## src/rtl/eqs_pkg.sv

```systemverilog
package eqs_pkg;

    typedef enum logic [2:0] {
        ST_IDLE = 3'd0,
        ST_PH0  = 3'd1,
        ST_PH1  = 3'd2,
        ST_PH2  = 3'd3,
        ST_PH3  = 3'd4,
        ST_DONE = 3'd5
    } eq_state_e;

    localparam int unsigned EC_W = 2;

endpackage

```

## src/rtl/eqs_rate_track.sv

```systemverilog
module eqs_rate_track #(
    parameter int unsigned RATE_W = 2
) (
    input  logic              clk,
    input  logic              rst_n,
    input  logic [RATE_W-1:0] rate_i,
    output logic              hi_o,
    output logic              entry_o,
    output logic              drop_o
);

    logic prev_hi_q;

    // Third generation is any code with the top bit set.
    assign hi_o = rate_i[RATE_W-1];

    always_ff @(posedge clk or negedge rst_n) begin
        if (!rst_n) begin
            prev_hi_q <= 1'b0;
        end else begin
            prev_hi_q <= hi_o;
        end
    end

    assign entry_o = hi_o & ~prev_hi_q;
    assign drop_o  = ~hi_o & prev_hi_q;

endmodule

```

## src/rtl/eqs_phase_fsm.sv

```systemverilog
module eqs_phase_fsm
    import eqs_pkg::*;
(
    input  logic            clk,
    input  logic            rst_n,
    input  logic            hi_i,
    input  logic            entry_i,
    input  logic            adv_i,
    input  logic            ph3_en_i,
    output eq_state_e       state_q,
    output eq_state_e       state_d,
    output logic [EC_W-1:0] ec_o,
    output logic            done_o
);

    // State register
    always_ff @(posedge clk or negedge rst_n) begin
        if (!rst_n) begin
            state_q <= ST_IDLE;
        end else begin
            state_q <= state_d;
        end
    end

    // Next-state logic
    always_comb begin
        state_d = state_q;
        if (!hi_i) begin
            state_d = ST_IDLE;                          // DROP
        end else begin
            unique case (state_q)
                ST_IDLE: if (entry_i) state_d = ST_PH0; // ENTER
                ST_PH0:  if (adv_i)   state_d = ST_PH1; // ADV01
                ST_PH1:  if (adv_i)   state_d = ST_PH2; // ADV12
                ST_PH2:  if (adv_i)   state_d = ph3_en_i ? ST_PH3 : ST_DONE; // ADV23 / SKIP3
                ST_PH3:  if (adv_i)   state_d = ST_DONE; // FIN3
                ST_DONE:              state_d = ST_DONE;
                default:              state_d = ST_IDLE;
            endcase
        end
    end

    // Output logic
    always_comb begin
        ec_o   = '0;
        done_o = 1'b0;
        unique case (state_q)
            ST_IDLE: ec_o = 2'd0;
            ST_PH0:  ec_o = 2'd0;
            ST_PH1:  ec_o = 2'd1;
            ST_PH2:  ec_o = 2'd2;
            ST_PH3:  ec_o = 2'd3;
            ST_DONE: begin
                ec_o   = 2'd0;
                done_o = 1'b1;
            end
            default: ec_o = 2'd0;
        endcase
    end

endmodule

```

## src/rtl/eqs_hint_gen.sv

```systemverilog
module eqs_hint_gen
    import eqs_pkg::*;
#(
    parameter int unsigned        HINT_W      = 3,
    parameter logic [HINT_W-1:0]  TRIG_HINT   = 3'b011,
    parameter logic [HINT_W-1:0]  MANUAL_HINT = 3'b000
) (
    input  logic              clk,
    input  logic              rst_n,
    input  eq_state_e         state_d,
    input  logic              is_root_i,
    output logic [HINT_W-1:0] hint_o
);

    logic              tune_local;
    logic [HINT_W-1:0] hint_d;

    // The local receiver is tuned in PH2 for an endpoint and in PH3 for a root port.
    always_comb begin
        tune_local = 1'b0;
        unique case (state_d)
            ST_PH2:  tune_local = ~is_root_i;
            ST_PH3:  tune_local = is_root_i;
            default: tune_local = 1'b0;
        endcase
        hint_d = tune_local ? TRIG_HINT : MANUAL_HINT;
    end

    always_ff @(posedge clk or negedge rst_n) begin
        if (!rst_n) begin
            hint_o <= MANUAL_HINT;
        end else begin
            hint_o <= hint_d;
        end
    end

endmodule

```

## src/rtl/eqs_coeff_map.sv

```systemverilog
module eqs_coeff_map #(
    parameter int unsigned COEF_W         = 6,
    parameter int unsigned PSEL_W         = 4,
    parameter int unsigned FS             = 60,
    parameter int unsigned DEFAULT_PRESET = 8
) (
    input  logic                clk,
    input  logic                rst_n,
    input  logic                ld_i,
    input  logic [PSEL_W-1:0]   preset_i,
    output logic [3*COEF_W-1:0] deemph_o
);

    localparam int unsigned STEP  = FS / 12;
    localparam int unsigned NPRE  = 11;
    localparam int unsigned FLD_N = 3;

    // Pre-cursor step count per preset.
    function automatic int unsigned pre_steps(input int unsigned p);
        case (p)
            5:       return 1;
            6:       return 2;
            7:       return 1;
            8:       return 2;
            9:       return 3;
            default: return 0;
        endcase
    endfunction

    // Post-cursor step count per preset.
    function automatic int unsigned post_steps(input int unsigned p);
        case (p)
            0:       return 3;
            1:       return 2;
            2:       return 4;
            3:       return 1;
            7:       return 3;
            8:       return 2;
            10:      return 4;
            default: return 0;
        endcase
    endfunction

    function automatic logic [3*COEF_W-1:0] coeffs(input int unsigned p_in);
        int unsigned p;
        int unsigned pre;
        int unsigned post;
        int unsigned mainc;
        p     = (p_in < NPRE) ? p_in : DEFAULT_PRESET;
        pre   = pre_steps(p) * STEP;
        post  = post_steps(p) * STEP;
        mainc = FS - pre - post;
        return {COEF_W'(post), COEF_W'(mainc), COEF_W'(pre)};
    endfunction

    logic [COEF_W-1:0] fld_d [FLD_N];
    logic [COEF_W-1:0] fld_q [FLD_N];
    logic [3*COEF_W-1:0] word_d;

    assign word_d = coeffs(int'(preset_i));

    // One register per cursor field.
    for (genvar g = 0; g < FLD_N; g++) begin : g_fld
        localparam logic [3*COEF_W-1:0] RST_WORD = coeffs(DEFAULT_PRESET);
        assign fld_d[g] = word_d[g*COEF_W +: COEF_W];
        always_ff @(posedge clk or negedge rst_n) begin
            if (!rst_n) begin
                fld_q[g] <= RST_WORD[g*COEF_W +: COEF_W];
            end else if (ld_i) begin
                fld_q[g] <= fld_d[g];
            end
        end
        assign deemph_o[g*COEF_W +: COEF_W] = fld_q[g];
    end

endmodule

```

## src/rtl/eq_hint_seq.sv

```systemverilog
module eq_hint_seq
    import eqs_pkg::*;
#(
    parameter int unsigned       RATE_W    = 2,
    parameter int unsigned       HINT_W    = 3,
    parameter int unsigned       COEF_W    = 6,
    parameter int unsigned       PSEL_W    = 4,
    parameter int unsigned       FS        = 60,
    parameter logic [HINT_W-1:0] TRIG_HINT = 3'b011
) (
    input  logic                clk,
    input  logic                rst_n,
    input  logic [RATE_W-1:0]   rate_i,
    input  logic                is_root_i,
    input  logic                ph3_en_i,
    input  logic                phase_adv_i,
    input  logic                preset_ld_i,
    input  logic [PSEL_W-1:0]   preset_i,
    output logic [2:0]          phase_o,
    output logic [EC_W-1:0]     eq_ctl_o,
    output logic                eq_done_o,
    output logic [HINT_W-1:0]   rx_hint_o,
    output logic [3*COEF_W-1:0] tx_deemph_o
);

    logic      hi;
    logic      entry;
    logic      drop;
    eq_state_e state_q;
    eq_state_e state_d;

    eqs_rate_track #(.RATE_W(RATE_W)) u_rate (
        .clk     (clk),
        .rst_n   (rst_n),
        .rate_i  (rate_i),
        .hi_o    (hi),
        .entry_o (entry),
        .drop_o  (drop)
    );

    eqs_phase_fsm u_fsm (
        .clk      (clk),
        .rst_n    (rst_n),
        .hi_i     (hi),
        .entry_i  (entry),
        .adv_i    (phase_adv_i),
        .ph3_en_i (ph3_en_i),
        .state_q  (state_q),
        .state_d  (state_d),
        .ec_o     (eq_ctl_o),
        .done_o   (eq_done_o)
    );

    eqs_hint_gen #(.HINT_W(HINT_W), .TRIG_HINT(TRIG_HINT)) u_hint (
        .clk       (clk),
        .rst_n     (rst_n),
        .state_d   (state_d),
        .is_root_i (is_root_i),
        .hint_o    (rx_hint_o)
    );

    eqs_coeff_map #(.COEF_W(COEF_W), .PSEL_W(PSEL_W), .FS(FS)) u_coef (
        .clk      (clk),
        .rst_n    (rst_n),
        .ld_i     (preset_ld_i),
        .preset_i (preset_i),
        .deemph_o (tx_deemph_o)
    );

    assign phase_o = state_q;

endmodule

```

## config.mk

```make
export PLATFORM = sky130hd
export DESIGN_NAME = eq_hint_seq
export DESIGN_NICKNAME = d
export VERILOG_FILES = /design/src/rtl/eqs_pkg.sv /design/src/rtl/eqs_rate_track.sv /design/src/rtl/eqs_phase_fsm.sv /design/src/rtl/eqs_hint_gen.sv /design/src/rtl/eqs_coeff_map.sv /design/src/rtl/eq_hint_seq.sv
export SDC_FILE = /design/constraint.sdc
export NUM_CORES = 1
export LEC_CHECK = 0
export ABC_AREA = 1
export BUFFER_PORTS_ARGS = -buffer_cell sky130_fd_sc_hd__buf_2
export CORE_MARGIN = 3
export CORE_UTILIZATION = 54
export DETAILED_ROUTE_END_ITERATION = 10
export PLACE_DENSITY = 0.84
export RECOVER_POWER = 50
export SYNTH_ARGS = -nofsm -noshare
export SYNTH_HDL_FRONTEND = slang
export SYNTH_SLANG_ARGS = --single-unit
```

## constraint.sdc

```tcl
create_clock -name clk -period 1.5 [get_ports clk]
set_input_delay 0.075 -clock clk [delete_from_list [all_inputs] [get_ports clk]]
set_output_delay 0.075 -clock clk [all_outputs]
set_load 0.03 [all_outputs]
```

==> out/metrics.cfg <==
[drt]
num_vias=1451
post-route-drc-count=0
detail_route.vias_per_cell=5.95
dr.pass1.iters=4
detail-route-antenna-nets=0
wl_per_cell_um=20.4
postRouteWirelength_um=4970
iter_0_drt_violations=60

[clocking]
cts-buffers-inserted=3
cts_max_path_buffers=2
path_clk_slew_ps=130
cts.sinks=19
clock_insertion_delay_at_the_later_pin_of_the_skew_report_ps=330
count_of_h_tree_levels_built_during_cts=1
root_buf_cell=clkbuf_4
cts_tree=built

[global_routing]
grt_usage=0.329
grt_first_pass_wirelength_um=6650
vias_in_the_first_global_route=1419
grt_antenna_before_repair=0
grt_start_max_net_pins=20
global_route.overflow_total=0

[yosys]
synth_area_per_cell_um2=7.43
synth.cell_area_mm2=0.00121
synth.ff_latch_count=19
ys_seq_area_frac=0.398
synth.lib_cells_used.distinct=20
synthesis.yosys.warnings=0
syn_inst=163

[run_status]
run_status=finished, violations left
violated_checks=negative setup slack

[die]
starting_density_of_the_core=0.593
core_mm2=0.00204
fp.dieArea_mm2=0.00285
cell_rows=16
floorplan.io_pins=39
die-width_um=53.4
fp.dieH_um=53.4

[power_and_ir_drop]
max-vdd-ir-drop_v=0.00111
power.static_leakage_nw=0.992
power-per-cell-area_mw_per_mm2=943

[worst_hold_path]
holdCritStartpoint=is_root_i
hold_path_depth=4
worst_hold_path_type=primary input to flop

[timing]
period_minus_slack_ps=1910
fin_ws_ps=-407
fmax_mhz=524
slew_violations=0
max_slew_margin=0.294
finalHoldViolCount=0
timing.hold.ws_ps=63.3
setup_total_negative_slack_ps=-965
setup-violations-final=4
worst_clock_skew_ps=11.8
timing.final.crit_share=1.27
worst_pin_slew_ps=1060
rsz0062_at_grt=yes

[finish]
finish.net_count=242
area.sequential_um2=482
n_fill_cell=79
antenna-diode-count=0
multi_input_area_um2=823
syn_to_final_growth_pct=54.5
most_frequent_cells_in_the_layout=nand2_1, buf_2, inv_1
drive_above_1_share=0.456
most_common_cell_after_layout_fill_and_taps_aside=nand2_1

[placement]
buffer_ports.inserted=34
dp_hpwl_um=2380
place.gp.congestion=0.855

[critical_path]
critPathKind=primary input to flop
crit_path_max_fanout=5
setup.worst_path.start=preset_i[0]
arrival_ps=2160
reg2reg_setup_slack_ps=180
required_ps=1760
worst_r2r_startpoint=u_fsm.state_q[2]
rr_worst_depth=7
cp-end-kind=flop
critPathLaunchType=primary input

[flow_run]
drv.max_cap_violation_count=0

power breakdown:
group	switching, mW	leakage [nW]	total [mW]	internal [mW]
clock network	0.194	0.0177	0.294	0.100
logic	0.512	0.741	0.825	0.313
registers	0.0532	0.233	0.645	0.592
total	0.759	0.992	1.76	1.01
kinds of logic after synthesis:
kind of cell,count (synthesis),synth area share
AND/OR/NAND/NOR,80,0.264
adder cells (fa/ha/maj),12,0.130
other,1,0.00310
flip-flops,19,0.398
AO/OA/AOI/OAI,17,0.0785
buffers and inverters,34,0.126
worst max-delay path, cell delays in order:
cell and delay, ps:
buf_8 110, buf_6 130, inv_2 60, nand4_1 130, o21ai_2 140, ha_4 190, ha_4 210, ha_4 260
inv_2 40, ha_4 300, a21oi_2 70, o21bai_2 190, nand2_1 140, o211ai_1 120
routing by layer:
metal	share of wire	up-vias	GRT usage
li1	-	615	-
met1	0.35	671	0.366
met2	0.47	123	0.571
met3	0.11	42	0.0732
met4	0.075	0	0.183
met5	0	-	0
area by class of cell:
class | count | area share
repair buffers | 56 | 0.213
inverters | 26 | 0.0575
multi-input cells | 112 | 0.440
flip-flops and latches | 19 | 0.257
well taps | 27 | 0.0180
clock buffers | 3 | 0.0120
clock inverters | 1 | 0.00267
cells in the mapped netlist (all sizes together):
cell type / count / area (um^2)
nand2: 57 / 214
nor3: 1 / 5.00
o21bai: 1 / 7.51
inv: 26 / 97.6
ha: 11 / 138
dfstp: 5 / 131
nand4: 3 / 18.8
a21oi: 6 / 30.0
nor2: 10 / 37.5
a31oi: 3 / 18.8
o21ai: 5 / 25.0
o211ai: 1 / 7.51
dfrtp: 14 / 350
nand3: 9 / 45.0
conb: 1 / 3.75
buf: 8 / 55.1
o22ai: 1 / 6.26
fa: 1 / 20.0
worst paths after layout:
check	endpoint
worst max-delay path	u_coef.deemph_o[11]
worst min register to register	u_coef.deemph_o[9]
worst min-delay path	u_hint.hint_o[0]
min in group asynchronous	u_coef.deemph_o[8]
max in group asynchronous	u_fsm.state_q[2]
worst max register to register	u_hint.hint_o[0]
repair_timing:
action                                  in CTS  in global routing
buffers inserted                             5                  1
pin swaps                                   20                  8
resized for setup                           37                 20
endpoints found under the setup margin       4                  5
endpoints found under the hold margin       19                  0
hold buffers                                 2                  0
per-stage QoR:
step | util | total power [mW] | cells | cell area (um^2) | worst slack (ps)
finish | 0.917 | 1.76 | 244 | 1870 | -407
global route | 0.917 | 1.83 | 244 | 1870 | -534
CTS | 0.874 | 1.62 | 243 | 1790 | -222
detailed placement | 0.766 | 1.26 | 232 | 1560 | -715
global placement | 0.766 | 1.24 | 232 | 1560 | -626
floorplan | - | 1.08 | 165 | 1310 | -415
sequential cells by signal, summed over array words and instances (netlist names):
signal	flops
u_coef.deemph_o	14
u_fsm.state_q	3
u_hint.hint_o	1
u_rate.prev_hi_q	1
No activity file was read; power rests on OpenSTA's default activity.
